File: src/rtl/char_ser_pkg.sv
package char_ser_pkg;
  localparam int unsigned CHAR_W_DEF = 10;
  localparam logic [9:0]  IDLE_DEF   = 10'b10_1000_0011;
endpackage

File: src/rtl/char_ser_phase.sv
module char_ser_phase #(
  parameter int unsigned RATIO = 10,
  localparam int unsigned CW = (RATIO > 1) ? $clog2(RATIO) : 1
) (
  input  logic clk,
  input  logic rst_n,
  output logic last
);
  localparam logic [CW-1:0] TOP = CW'(RATIO - 1);
  logic [CW-1:0] phase_q;

  always_ff @(posedge clk) begin
    if (!rst_n)          phase_q <= '0;
    else if (phase_q == TOP) phase_q <= '0;
    else                 phase_q <= phase_q + 1'b1;
  end

  assign last = rst_n && (phase_q == TOP);
endmodule

File: src/rtl/char_ser_latch.sv
module char_ser_latch #(
  parameter int unsigned W = 10,
  parameter logic [W-1:0] IDLE = '0
) (
  input  logic         clk,
  input  logic         rst_n,
  input  logic         take,
  input  logic         have,
  input  logic [W-1:0] d,
  output logic [W-1:0] q
);
  always_ff @(posedge clk) begin
    if (!rst_n)    q <= '0;
    else if (take) q <= have ? d : IDLE;
  end
endmodule

File: src/rtl/char_ser_shift.sv
module char_ser_shift #(
  parameter int unsigned W = 10
) (
  input  logic         clk,
  input  logic         rst_n,
  input  logic         load,
  input  logic [W-1:0] d,
  output logic         sout
);
  logic [W-1:0] sr_q;

  always_ff @(posedge clk) begin
    if (!rst_n) begin
      sr_q <= '0;
      sout <= 1'b0;
    end else begin
      sout <= sr_q[0];
      if (load) sr_q <= d;
      else      sr_q <= {1'b0, sr_q[W-1:1]};
    end
  end
endmodule

File: src/rtl/char_serializer.sv
module char_serializer
  import char_ser_pkg::*;
#(
  parameter int unsigned W = CHAR_W_DEF,
  parameter logic [W-1:0] IDLE = IDLE_DEF
) (
  input  logic         clk,
  input  logic         rst_n,
  input  logic         in_valid,
  output logic         in_ready,
  input  logic [W-1:0] in_data,
  output logic         ser_out
);
  logic         win;
  logic [W-1:0] lat_q;

  // one window per W bit clocks: character rate = bit rate / W
  char_ser_phase #(.RATIO(W)) u_phase (
    .clk(clk), .rst_n(rst_n), .last(win)
  );

  assign in_ready = win;

  char_ser_latch #(.W(W), .IDLE(IDLE)) u_latch (
    .clk(clk), .rst_n(rst_n), .take(win), .have(in_valid),
    .d(in_data), .q(lat_q)
  );

  // shifter reloads from the latch on the same window edge that refills it
  char_ser_shift #(.W(W)) u_shift (
    .clk(clk), .rst_n(rst_n), .load(win), .d(lat_q), .sout(ser_out)
  );
endmodule

File: config.mk
export PLATFORM = sky130hd
export DESIGN_NAME = char_serializer
export DESIGN_NICKNAME = d
export VERILOG_FILES = /design/src/rtl/char_ser_pkg.sv /design/src/rtl/char_ser_phase.sv /design/src/rtl/char_ser_latch.sv /design/src/rtl/char_ser_shift.sv /design/src/rtl/char_serializer.sv
export SDC_FILE = /design/constraint.sdc
export NUM_CORES = 1
export LEC_CHECK = 0
export BUFFER_PORTS_ARGS = -buffer_cell sky130_fd_sc_hd__buf_4
export CELL_PAD_IN_SITES_DETAIL_PLACEMENT = 0
export CELL_PAD_IN_SITES_GLOBAL_PLACEMENT = 1
export CORE_MARGIN = 2
export CORE_UTILIZATION = 35
export CTS_BUF_LIST = sky130_fd_sc_hd__clkbuf_16
export DETAILED_ROUTE_END_ITERATION = 10
export PLACE_DENSITY = 0.72
export SYNTH_ARGS = -nofsm -noshare
export SYNTH_HDL_FRONTEND = slang
export SYNTH_SLANG_ARGS = --single-unit
export TNS_END_PERCENT = 10
File: constraint.sdc
create_clock -name clk -period 2 [get_ports clk]
set_clock_uncertainty 0.2 [all_clocks]
set_input_delay 0.4 -clock clk [delete_from_list [all_inputs] [get_ports clk]]
set_output_delay 0.4 -clock clk [all_outputs]
set_load 0.02 [all_outputs]
# Word-level counts from Yosys, hierarchy flattened
# Cells that the tools add are included.
# Widths: inputs -> output; s select.
[word_totals]
regBits = 25
out_inout_bits = 2
elab_cells = 13
in_bits = 13
[classes]
n_addsub = 1
n_eq_ne = 1
bitwise_logic = 1
reduce_logical = 3
mux = 2
[op_table]
columns = ["op", "n"]
rows = [
  ["$mux 10", 1],
  ["$mux 9", 1],
  ["$add 4x1->4 const B", 1],
  ["$eq 4x4->1 const B", 1],
  ["$reduce_and 2->1", 1],
  ["$reduce_or 2->1", 1],
  ["$logic_and 1x1->1", 1],
  ["$not 1->1", 1],
]

# Longest topological paths before layout
# Gate-level depths: netlist (run 1).
[depth]
ltp_word = 3
mapped_depth = 7
mapped_depth_nobuf = 5

# Modules after synthesis
# A second synthesis (run 1) with hierarchy kept.
[unflattened]
cells_unflattened = 89
area_unflattened_um2 = 979.7
[modules_own_cells]
columns = ["module", "cells_per_inst", "seq_area_each_um2", "area_per_inst_um2", "instances"]
rows = [
  ["char_ser_shift", 33, 220.2, 395.4, 1],
  ["char_ser_latch", 36, 200.2, 391.6, 1],
  ["char_ser_phase", 20, 80.1, 192.7, 1],
]

# Worst setup path after synthesis (run 1)
# No wires, ideal clock.
[synth_timing]
path_type = "register to output"
start = "register u_phase.phase_q[0]"
end = "output port in_ready"
path_slack_ns = 0.363
t_arrival_ns = 1.037
path_buffers = 2
path_stages_with_launch = 5
required_ns = 1.400
cell_sequence = "dfxtp_1 > ha_1 > and4b_1 > buf_6 > buf_2"
[synth_via]
elab_chain_len = 2
[synth_rtl]
columns = ["element", "line_no", "rtl"]
rows = [
  ["start: declaration", "char_ser_phase.sv:10", "logic [CW-1:0] phase_q;"],
  ["start signal: assignment", "char_ser_phase.sv:15", "else phase_q <= phase_q + 1'b1;"],
  ["$eq 4x4->1", "char_ser_phase.sv:18", "assign last = rst_n && (phase_q == TOP);"],
  ["$logic_and 1x1->1", "char_ser_phase.sv:18", ""],
  ["end: declaration", "char_serializer.sv:10", "output logic in_ready,"],
]
# No other way between the ends.

# Worst setup path after layout (run 1)
# Same ends and word-level chain as after synthesis.

==> results.toml, run 1 <==
[route]
drc = 0
wire_per_inst_um = 11.9
detail-route-antenna-nets = 0
drt_first_pass_iters = 4
via_per_inst = 4.82
route.vias.total = 540
drtIter0Drc = 10
wl_mm = 1.34

[floorplanning]
core-area_um2 = 2280
io_pins = 15
die_area_um2 = 2870
rows = 17
start_util_pct = 37.8
die_w_um = 53.6
die_y_um = 53.6

[clock_tree]
cts_root_buf = "clkbuf_16"
cts_buffer_depth = 2
cts_buffers = 3
cts_htree_levels = 1
cts_setup_buffers = 0
clkLatencyLatePin_ns = 0.25
cts_tree = "built"
cts_sinks = 25
clk_pin_slew_ns = 0.06

[sta]
finalHoldViolCount = 0
finalSetupViolations = 0
worst_slack_ns = 0.0656
period_share_pct = 96.7
relSlewSlack_pct = 55.5
fmax_mhz = 517
rsz0062_at_grt = "false"
finalCriticalPeriod_ns = 1.93
worst_slew_pin_slew_ns = 0.667
slew_violations = 0
fin_tns_setup_ns = 0

[hold_path]
min_delay_worst_endpoint = "u_latch.q[8]"
hold_path_depth = 2
holdCritStartpoint = "in_data[8]"
hold_class = "input pin to register"

[global_routing]
overflow = 0
grt_pass1_wl_mm = 2.31
grt_max_degree = 20
grt_pass1_vias = 496
antenna_found_initial = 0
grt_usage_pct = 11.9

[synthesis]
syn_area_per_cell_um2 = 12.3
syn-num-nets = 85
ys_seq_area_share_pct = 58.1
syn_area_um2 = 861
yosysWarningCount = 0
netlist_instances = 70
synthDistinctLibCells = 17
ys_seq_elements = 25

[setup_path]
reg2reg_to = "u_latch.q[5]"
critPathArrivalTime_ns = 1.33
r2r_start = "u_phase.phase_q[1]"
startpoint_type = "register"
cp-end-kind = "primary output"
r2r_slack_ns = 0.27
cpMaxStageDelayCell = "dfxtp_1"
worstRegToRegCells = 5
critPathMaxFanout = 8
critPathRequiredTime_ns = 1.40
path_class = "register to primary output"
critPathBufInv = 1
slowest_delay_ns = 0.38
path_delay_family = "flip-flops"
crit_chain = "ha_1, and4b_2, buf_4"

[place]
dp_slack_ns = 0.230
hpwl_um = 909
gp_congestion = 0.662
portBuffers = 14

[layout]
antenna_cells = 0
nets = 100
layout-drive-gt1-share_pct = 23.8
areaGrowthSynthToFinish_pct = 20.2

[pwr]
peakVddDrop_v = 0.000540
finalPower_w = 0.000967
powerDensity_nw_per_um2 = 934
leakage_nw = 0.441

[flow_run]
cap_violations = 0

[status]
status = "complete, no violations"
registers in the layout (all words and copies together), names as in the netlist:
register / flops
u_latch.q: 10
u_shift.sout: 1
u_phase.phase_q: 4
u_shift.sr_q: 10
report_power, final:
group	internal, W	switching (W)	total, W
combinational	0.0000234	0.0000171	0.0000405
clock	0.000266	0.000152	0.000418
sequential	0.000503	0.00000453	0.000508
total	0.000793	0.000174	0.000967
metal layers:
layer | part of all wire [%] | vias up | GRT usage, %
met2 | 46 | 9 | 16.5
met3 | 3.6 | 2 | 3.33
met4 | 1.0 | 0 | 7.69
li1 | - | 277 | -
met1 | 50 | 252 | 16.1
met5 | 0 | - | 0
synth_stat cells:
| master | number | area [um^2] |
|---|---|---|
| a22o_1 | 19 | 166 |
| and2_1 | 3 | 18.8 |
| and2_4 | 1 | 8.76 |
| and4b_1 | 1 | 10.0 |
| buf_2 | 1 | 5.00 |
| buf_6 | 3 | 33.8 |
| buf_8 | 1 | 15.0 |
| dfxtp_1 | 25 | 500 |
| ha_1 | 2 | 25.0 |
| inv_1 | 1 | 3.75 |
| nand2_1 | 1 | 3.75 |
| nand2b_1 | 4 | 25.0 |
| nand3_1 | 1 | 5.00 |
| nand3b_1 | 1 | 7.51 |
| nor2_1 | 4 | 15.0 |
| xnor2_1 | 1 | 8.76 |
| xor2_1 | 1 | 8.76 |
kinds of logic after synthesis:
group	count (synthesis)	share of synthesized area, %
AO/OA/AOI/OAI	19	19.3
buffers and inverters	6	6.68
adder cells (fa/ha/maj)	2	2.91
AND/OR/NAND/NOR	16	10.9
XOR/XNOR	2	2.04
flip-flops	25	58.1
how the worst max path moves through the flow:
stage                     depth (start not counted)                from  endpoint
after floorplan                                   4  u_phase.phase_q[0]  in_ready
after global placement                            3  u_phase.phase_q[0]  in_ready
after detailed placement                          3  u_phase.phase_q[0]  in_ready
after CTS                                         3  u_phase.phase_q[0]  in_ready
after global routing                              3  u_phase.phase_q[0]  in_ready
final                                             3  u_phase.phase_q[0]  in_ready
through the flow:
| step | hold WS [ns] | util, % | cells | instance area, um^2 |
|---|---|---|---|---|
| 5_1_grt | 0.149 | 45.5 | 112 | 1030 |
| 3_3_place_gp | 0.223 | 41.9 | 108 | 955 |
| 4_1_cts | 0.152 | 45.5 | 112 | 1030 |
| 3_5_place_dp | 0.228 | 41.9 | 108 | 955 |
| 6_report | 0.156 | 45.5 | 112 | 1030 |
| 2_1_floorplan | 0.212 | - | 70 | 861 |
cell usage in the layout, fill, tap and decap left out:
cell type,count
a22o_1,19
nand3_1,1
and2_1,3
inv_1,2
ha_1,2
nor2_1,4
dfxtp_1,25
clkbuf_16,3
buf_4,15
xnor2_1,1
nand3b_1,1
and4b_2,1
nand2_1,1
and2_4,1
xor2_1,1
nand2b_1,4
cell type report:
cell class | count | area, um^2
clock inverters | 1 | 3.75
multi-input cells | 39 | 304
inverters | 1 | 3.75
flip-flops and latches | 25 | 500
clock buffers | 3 | 75.1
repair buffers | 15 | 113
fillers | 209 | 1240
well taps | 28 | 35.0
what timing repair did:
item                                   4_1_cts  5_1_grt
hold buffers                                 0        0
endpoints found under the hold margin        0        0
setup endpoints to repair                    1        0
gates resized for setup                      1        0
Power figures use the tool's default switching activity.
==> inputs of run 2 (changes only) <==
--- a/config.mk
+++ b/config.mk
@@ -6,13 +6,11 @@
 export NUM_CORES = 1
 export LEC_CHECK = 0
 export BUFFER_PORTS_ARGS = -buffer_cell sky130_fd_sc_hd__buf_4
-export CELL_PAD_IN_SITES_DETAIL_PLACEMENT = 0
-export CELL_PAD_IN_SITES_GLOBAL_PLACEMENT = 1
 export CORE_MARGIN = 2
-export CORE_UTILIZATION = 35
+export CORE_UTILIZATION = 51
 export CTS_BUF_LIST = sky130_fd_sc_hd__clkbuf_16
 export DETAILED_ROUTE_END_ITERATION = 10
-export PLACE_DENSITY = 0.72
+export PLACE_DENSITY = 0.81
 export SYNTH_ARGS = -nofsm -noshare
 export SYNTH_HDL_FRONTEND = slang
 export SYNTH_SLANG_ARGS = --single-unit
==> run 2 against run 1 <==
Critical path depth rose by 1. Largest cell class unchanged. Setup slack improved by 0.047 ns. Count of clock-buffer cells in the layout did not move. Sequential cell count did not move. Utilization rose by 22 points. Final area rose by 0.12%. Sequential power barely moved. Sequential share of layout area fell by 0.058 points. Cell count fell by 8.9%. Highest routed layer unchanged. Die area fell by 29%. Total power rose by 2.7%. Routed wire length rose by 14%.
==> results.toml, run 2 (synthesized netlist as in run 1, its figures left out) <==
[status]
status = "complete, no violations"

[setup_path]
critPathRequiredTime_ns = 1.40
reg2reg_to = "u_latch.q[8]"
worstRegToRegCells = 6
cp.depth = 4
crit_path_end = "in_ready"
startpoint_type = "register"
critPathMaxFanout = 3
worstSetupStartpoint = "u_phase.phase_q[1]"
path_delay_family = "flip-flops"
slowest_delay_ns = 0.38
cpMaxStageDelayCell = "dfxtp_1"
critPathArrivalTime_ns = 1.29
r2r_start = "u_phase.phase_q[1]"
crit_chain = "inv_1, ha_1, and4b_2, buf_4"
cp-end-kind = "primary output"
r2r_slack_ns = 0.29
critPathBufInv = 2
path_class = "register to primary output"

[route]
drt_first_pass_iters = 4
drc = 0
via_per_inst = 5.56
wire_per_inst_um = 15.0
wl_mm = 1.53
drtIter0Drc = 7
route.vias.total = 567
detail-route-antenna-nets = 0

[global_routing]
overflow = 0
grt_usage_pct = 18.3
grt_pass1_wl_mm = 2.53
antenna_found_initial = 0
grt_pass1_vias = 523
grt_max_degree = 20

[sta]
fin_tns_setup_ns = 0
rsz0062_at_grt = "false"
relSlewSlack_pct = 87.6
finalHoldViolCount = 0
slew_violations = 0
period_share_pct = 94.4
finalSetupViolations = 0
finalCriticalPeriod_ns = 1.89
worst_slew_pin_slew_ns = 0.187
fmax_mhz = 530

[clock_tree]
postCtsHoldBufs = 0
cts_sinks = 25
cts_htree_levels = 1
clk_pin_slew_ns = 0.06
cts_buffer_depth = 2
cts_root_buf = "clkbuf_16"
cts_buffers = 3
cts_tree = "built"
clkLatencyLatePin_ns = 0.26

[floorplanning]
die_area_um2 = 2030
start_util_pct = 55.8
core-area_um2 = 1540
rows = 14
die_w_um = 45.1
io_pins = 15
die_y_um = 45.1

[layout]
layout-drive-gt1-share_pct = 26.7
layout_common_cells = "dfxtp_1 (25), a22o_1 (19), buf_4 (17)"
areaGrowthSynthToFinish_pct = 20.3
largestRegisters = "u_latch.q: 10 flops, u_shift.sr_q: 10 flops, u_phase.phase_q: 4 flops"
layout_commonest_cell = "dfxtp_1"
nets = 102
antenna_cells = 0
final_util_pct = 67.2

[pwr]
peakVddDrop_v = 0.000561
powerDensity_nw_per_um2 = 958
leakage_nw = 0.450

[flow_run]
cap_violations = 0

[hold_path]
hold_path_depth = 2
holdCritStartpoint = "in_data[4]"
hold_class = "input pin to register"

[place]
gp_congestion = 0.712
portBuffers = 14
hpwl_um = 940
==> run 2: layout make-up <==
type,count,area (um^2)
Fill cell,118,505
Sequential cell,25,500
Multi-Input combinational cell,39,304
Timing Repair Buffer,17,128
Clock buffer,3,75.1
Tap cell,16,20.0
Clock inverter,1,5.00
Inverter,1,3.75
==> run 2: through the flow <==
stage / power, W / std cells / cell area, um^2 / hold slack, ns / setup slack (ns)
after detailed placement: 0.000562 / 97 / 947 / 0.233 / 0.215
after CTS: 0.000993 / 102 / 1040 / 0.155 / 0.107
after global routing: 0.00102 / 102 / 1040 / 0.165 / 0.0760
after global placement: 0.000560 / 97 / 947 / 0.223 / 0.248
after floorplan: 0.000541 / 70 / 861 / 0.212 / 0.363
final: 0.000993 / 102 / 1040 / 0.153 / 0.112
==> run 2: what timing repair did <==
action,CTS,global route
buffers inserted,1,0
resized for setup,1,0
endpoints found under the setup margin,1,0
==> run 2: how the worst min path moves through the flow <==
stage                                  to  slack, ns
after floorplan              u_shift.sout       0.21
after global placement    u_shift.sr_q[5]       0.22
after detailed placement  u_shift.sr_q[5]       0.23
after CTS                    u_latch.q[4]       0.16
after global routing         u_latch.q[5]       0.16
final                        u_latch.q[4]       0.15
==> run 2: layer usage <==
metal  track usage, %  vias to the layer above  part of all wire, %
met4             10.6                        0                  2.6
met1             24.5                      263                   47
met2             27.4                       18                   45
met5                0                        -                    0
met3             3.60                        5                  4.7
li1                 -                      281                    -
==> run 2: worst reg2reg max path, stage by stage, from the launching register on <==
cell	delay [ns]
dfxtp_1	0.38
inv_1	0.06
ha_1	0.18
and4b_2	0.25
buf_4	0.17
and2_4	0.18
a22o_1	0.18
==> run 2: where the power goes <==
group	total (W)	leakage, nW	switching [W]	internal, W
clock	0.000441	0.0409	0.000171	0.000269
combinational	0.0000428	0.207	0.0000181	0.0000248
sequential	0.000509	0.202	0.00000603	0.000503
==> inputs of run 3 (changes only) <==
--- a/config.mk
+++ b/config.mk
@@ -7,10 +7,11 @@
 export LEC_CHECK = 0
 export BUFFER_PORTS_ARGS = -buffer_cell sky130_fd_sc_hd__buf_4
 export CORE_MARGIN = 2
-export CORE_UTILIZATION = 51
+export CORE_UTILIZATION = 55
 export CTS_BUF_LIST = sky130_fd_sc_hd__clkbuf_16
 export DETAILED_ROUTE_END_ITERATION = 10
-export PLACE_DENSITY = 0.81
+export PLACE_DENSITY = 0.86
+export SLEW_MARGIN = 0
 export SYNTH_ARGS = -nofsm -noshare
 export SYNTH_HDL_FRONTEND = slang
 export SYNTH_SLANG_ARGS = --single-unit
==> constraint.sdc (replaced) <==
create_clock -name clk -period 2.4 [get_ports clk]
set_clock_uncertainty 0.2 [all_clocks]
set_input_delay 0.12 -clock clk [delete_from_list [all_inputs] [get_ports clk]]
set_output_delay 0.12 -clock clk [all_outputs]
set_load 0.02 [all_outputs]
==> run 3 against run 2 <==
Setup slack better by 0.35 ns. Critical path depth down 1. Hold slack worse by 0.054 ns. Register-to-register slack improved by 0.33 ns. Global-route usage increased by 0.82 points. Non-clock buffer count rose by 12. Die area shrank 6.7%. Via count is 6.2% higher. Utilization grew 11 points. Largest cell class unchanged. Largest power group unchanged.
==> results.toml, run 3 (synthesized netlist as in run 1, its figures left out) <==
[pwr]
switching_power_w = 0.000168
clkPwrFrac_pct = 43.6
combPwrFrac_pct = 6.5
leakage_nw = 0.488
pwr-share-seq_pct = 49.9
powerDensity_nw_per_um2 = 728
p_int_w = 0.000681
p_sw_share_pct = 19.8
peakVddDrop_v = 0.000430

[flow_run]
cap_violations = 0

[place]
gp_congestion = 0.688
placed_area_um2 = 932
dp_slack_ns = 0.675
hpwl_um = 866
portBuffers = 14

[floorplanning]
start_util_pct = 57.8
io_pins = 15
core-area_um2 = 1490
die_y_um = 43.6
die_area_um2 = 1900
rows = 14
die_w_um = 43.6

[global_routing]
grt_usage_pct = 19.1
antenna_found_initial = 0
grt_pass1_vias = 573
overflow = 0
grt_max_degree = 20
grt_pass1_wl_mm = 2.60

[route]
drtIter0Drc = 10
via_per_inst = 5.28
drc = 0
detail-route-antenna-nets = 0
wl_mm = 1.64
route.vias.total = 602
wire_per_inst_um = 14.4
drt_first_pass_iters = 4

[setup_path]
r2r_start = "u_phase.phase_q[0]"
r2r_slack_ns = 0.62
cp-end-kind = "primary output"
critPathArrivalTime_ns = 1.62
startpoint_type = "register"
path_class = "register to primary output"
worstRegToRegCells = 4
critPathMaxFanout = 16
worstSetupStartpoint = "u_phase.phase_q[0]"
crit_path_end = "in_ready"
reg2reg_to = "u_latch.q[4]"
critPathRequiredTime_ns = 2.08

[sta]
slew_violations = 0
worst_slack_ns = 0.459
fmax_mhz = 515
worst_slew_pin_slew_ns = 0.643
rsz0062_at_grt = "false"
finalSetupViolations = 0
relSlewSlack_pct = 57.1
finalCriticalPeriod_ns = 1.94
fin_tns_setup_ns = 0
finalHoldViolCount = 0
period_share_pct = 80.9

[clock_tree]
cts.repair.resized = 0
clk_pin_slew_ns = 0.06
clkLatencyLatePin_ns = 0.26
postCtsHoldBufs = 15
cts_buffers = 3
cts_root_buf = "clkbuf_16"
cts_sinks = 25
cts_htree_levels = 1
cts_setup_buffers = 0
cts_tree = "built"
cts_buffer_depth = 2

[layout]
layout_commonest_cell = "dfxtp_1"
layout_common_cells = "dfxtp_1 (25), a22o_1 (19), dlygate4sd3_1 (15)"
largestRegisters = "u_latch.q: 10 flops, u_shift.sr_q: 10 flops, u_phase.phase_q: 4 flops"
layout-drive-gt1-share_pct = 19.4
design_area_um2 = 1160
antenna_cells = 0
areaGrowthSynthToFinish_pct = 35.3
nets = 114

[status]
status = "complete, no violations"

[hold_path]
hold_class = "input pin to register"
run 3: per-stage QoR:
stage / util, % / power [W] / instances / hold WS, ns
floorplan: - / 0.000451 / 70 / 0.0417
global route: 78.2 / 0.000875 / 114 / 0.107
detailed placement: 62.6 / 0.000466 / 95 / 0.135
finish: 78.2 / 0.000848 / 114 / 0.0983
CTS: 78.2 / 0.000852 / 114 / 0.0846
global placement: 62.6 / 0.000465 / 95 / 0.132
run 3: layer usage:
layer | wire length, um | part of all wire [%] | global-route usage [%] | vias up
li1 | - | - | - | 307
met1 | 779 | 48 | 25.0 | 281
met2 | 791 | 48 | 30.3 | 12
met3 | 48 | 2.9 | 3.75 | 2
met4 | 20 | 1.2 | 9.09 | 0
met5 | 0 | 0 | 0 | -
run 3: how the worst min path moves through the flow:
stage               start           end  depth (start not counted)
6_report         in_valid  u_latch.q[8]                          3
2_1_floorplan       rst_n  u_shift.sout                          1
4_1_cts          in_valid  u_latch.q[3]                          3
3_5_place_dp   in_data[8]  u_latch.q[8]                          2
3_3_place_gp   in_data[2]  u_latch.q[2]                          2
5_1_grt          in_valid  u_latch.q[5]                          3
run 3: power groups by stage:
stage          Combinational (W)  Clock [W]  Sequential, W
5_1_grt                0.0000590   0.000392       0.000424
4_1_cts                0.0000529   0.000376       0.000423
3_5_place_dp           0.0000339          0       0.000432
6_report               0.0000550   0.000370       0.000423
2_1_floorplan          0.0000193          0       0.000432
3_3_place_gp           0.0000328          0       0.000432
run 3: layout make-up:
cell class / instances / area, um^2
Sequential cell: 25 / 500
Fill cell: 99 / 324
Multi-Input combinational cell: 39 / 303
Timing Repair Buffer: 29 / 255
Clock buffer: 3 / 75.1
Tap cell: 16 / 20.0
Clock inverter: 1 / 7.51
Inverter: 1 / 3.75
run 3: worst max-delay path, stage by stage (launching register included):
cell,delay (ns)
dfxtp_1,0.38
ha_1,0.18
and4b_1,0.56
buf_4,0.25
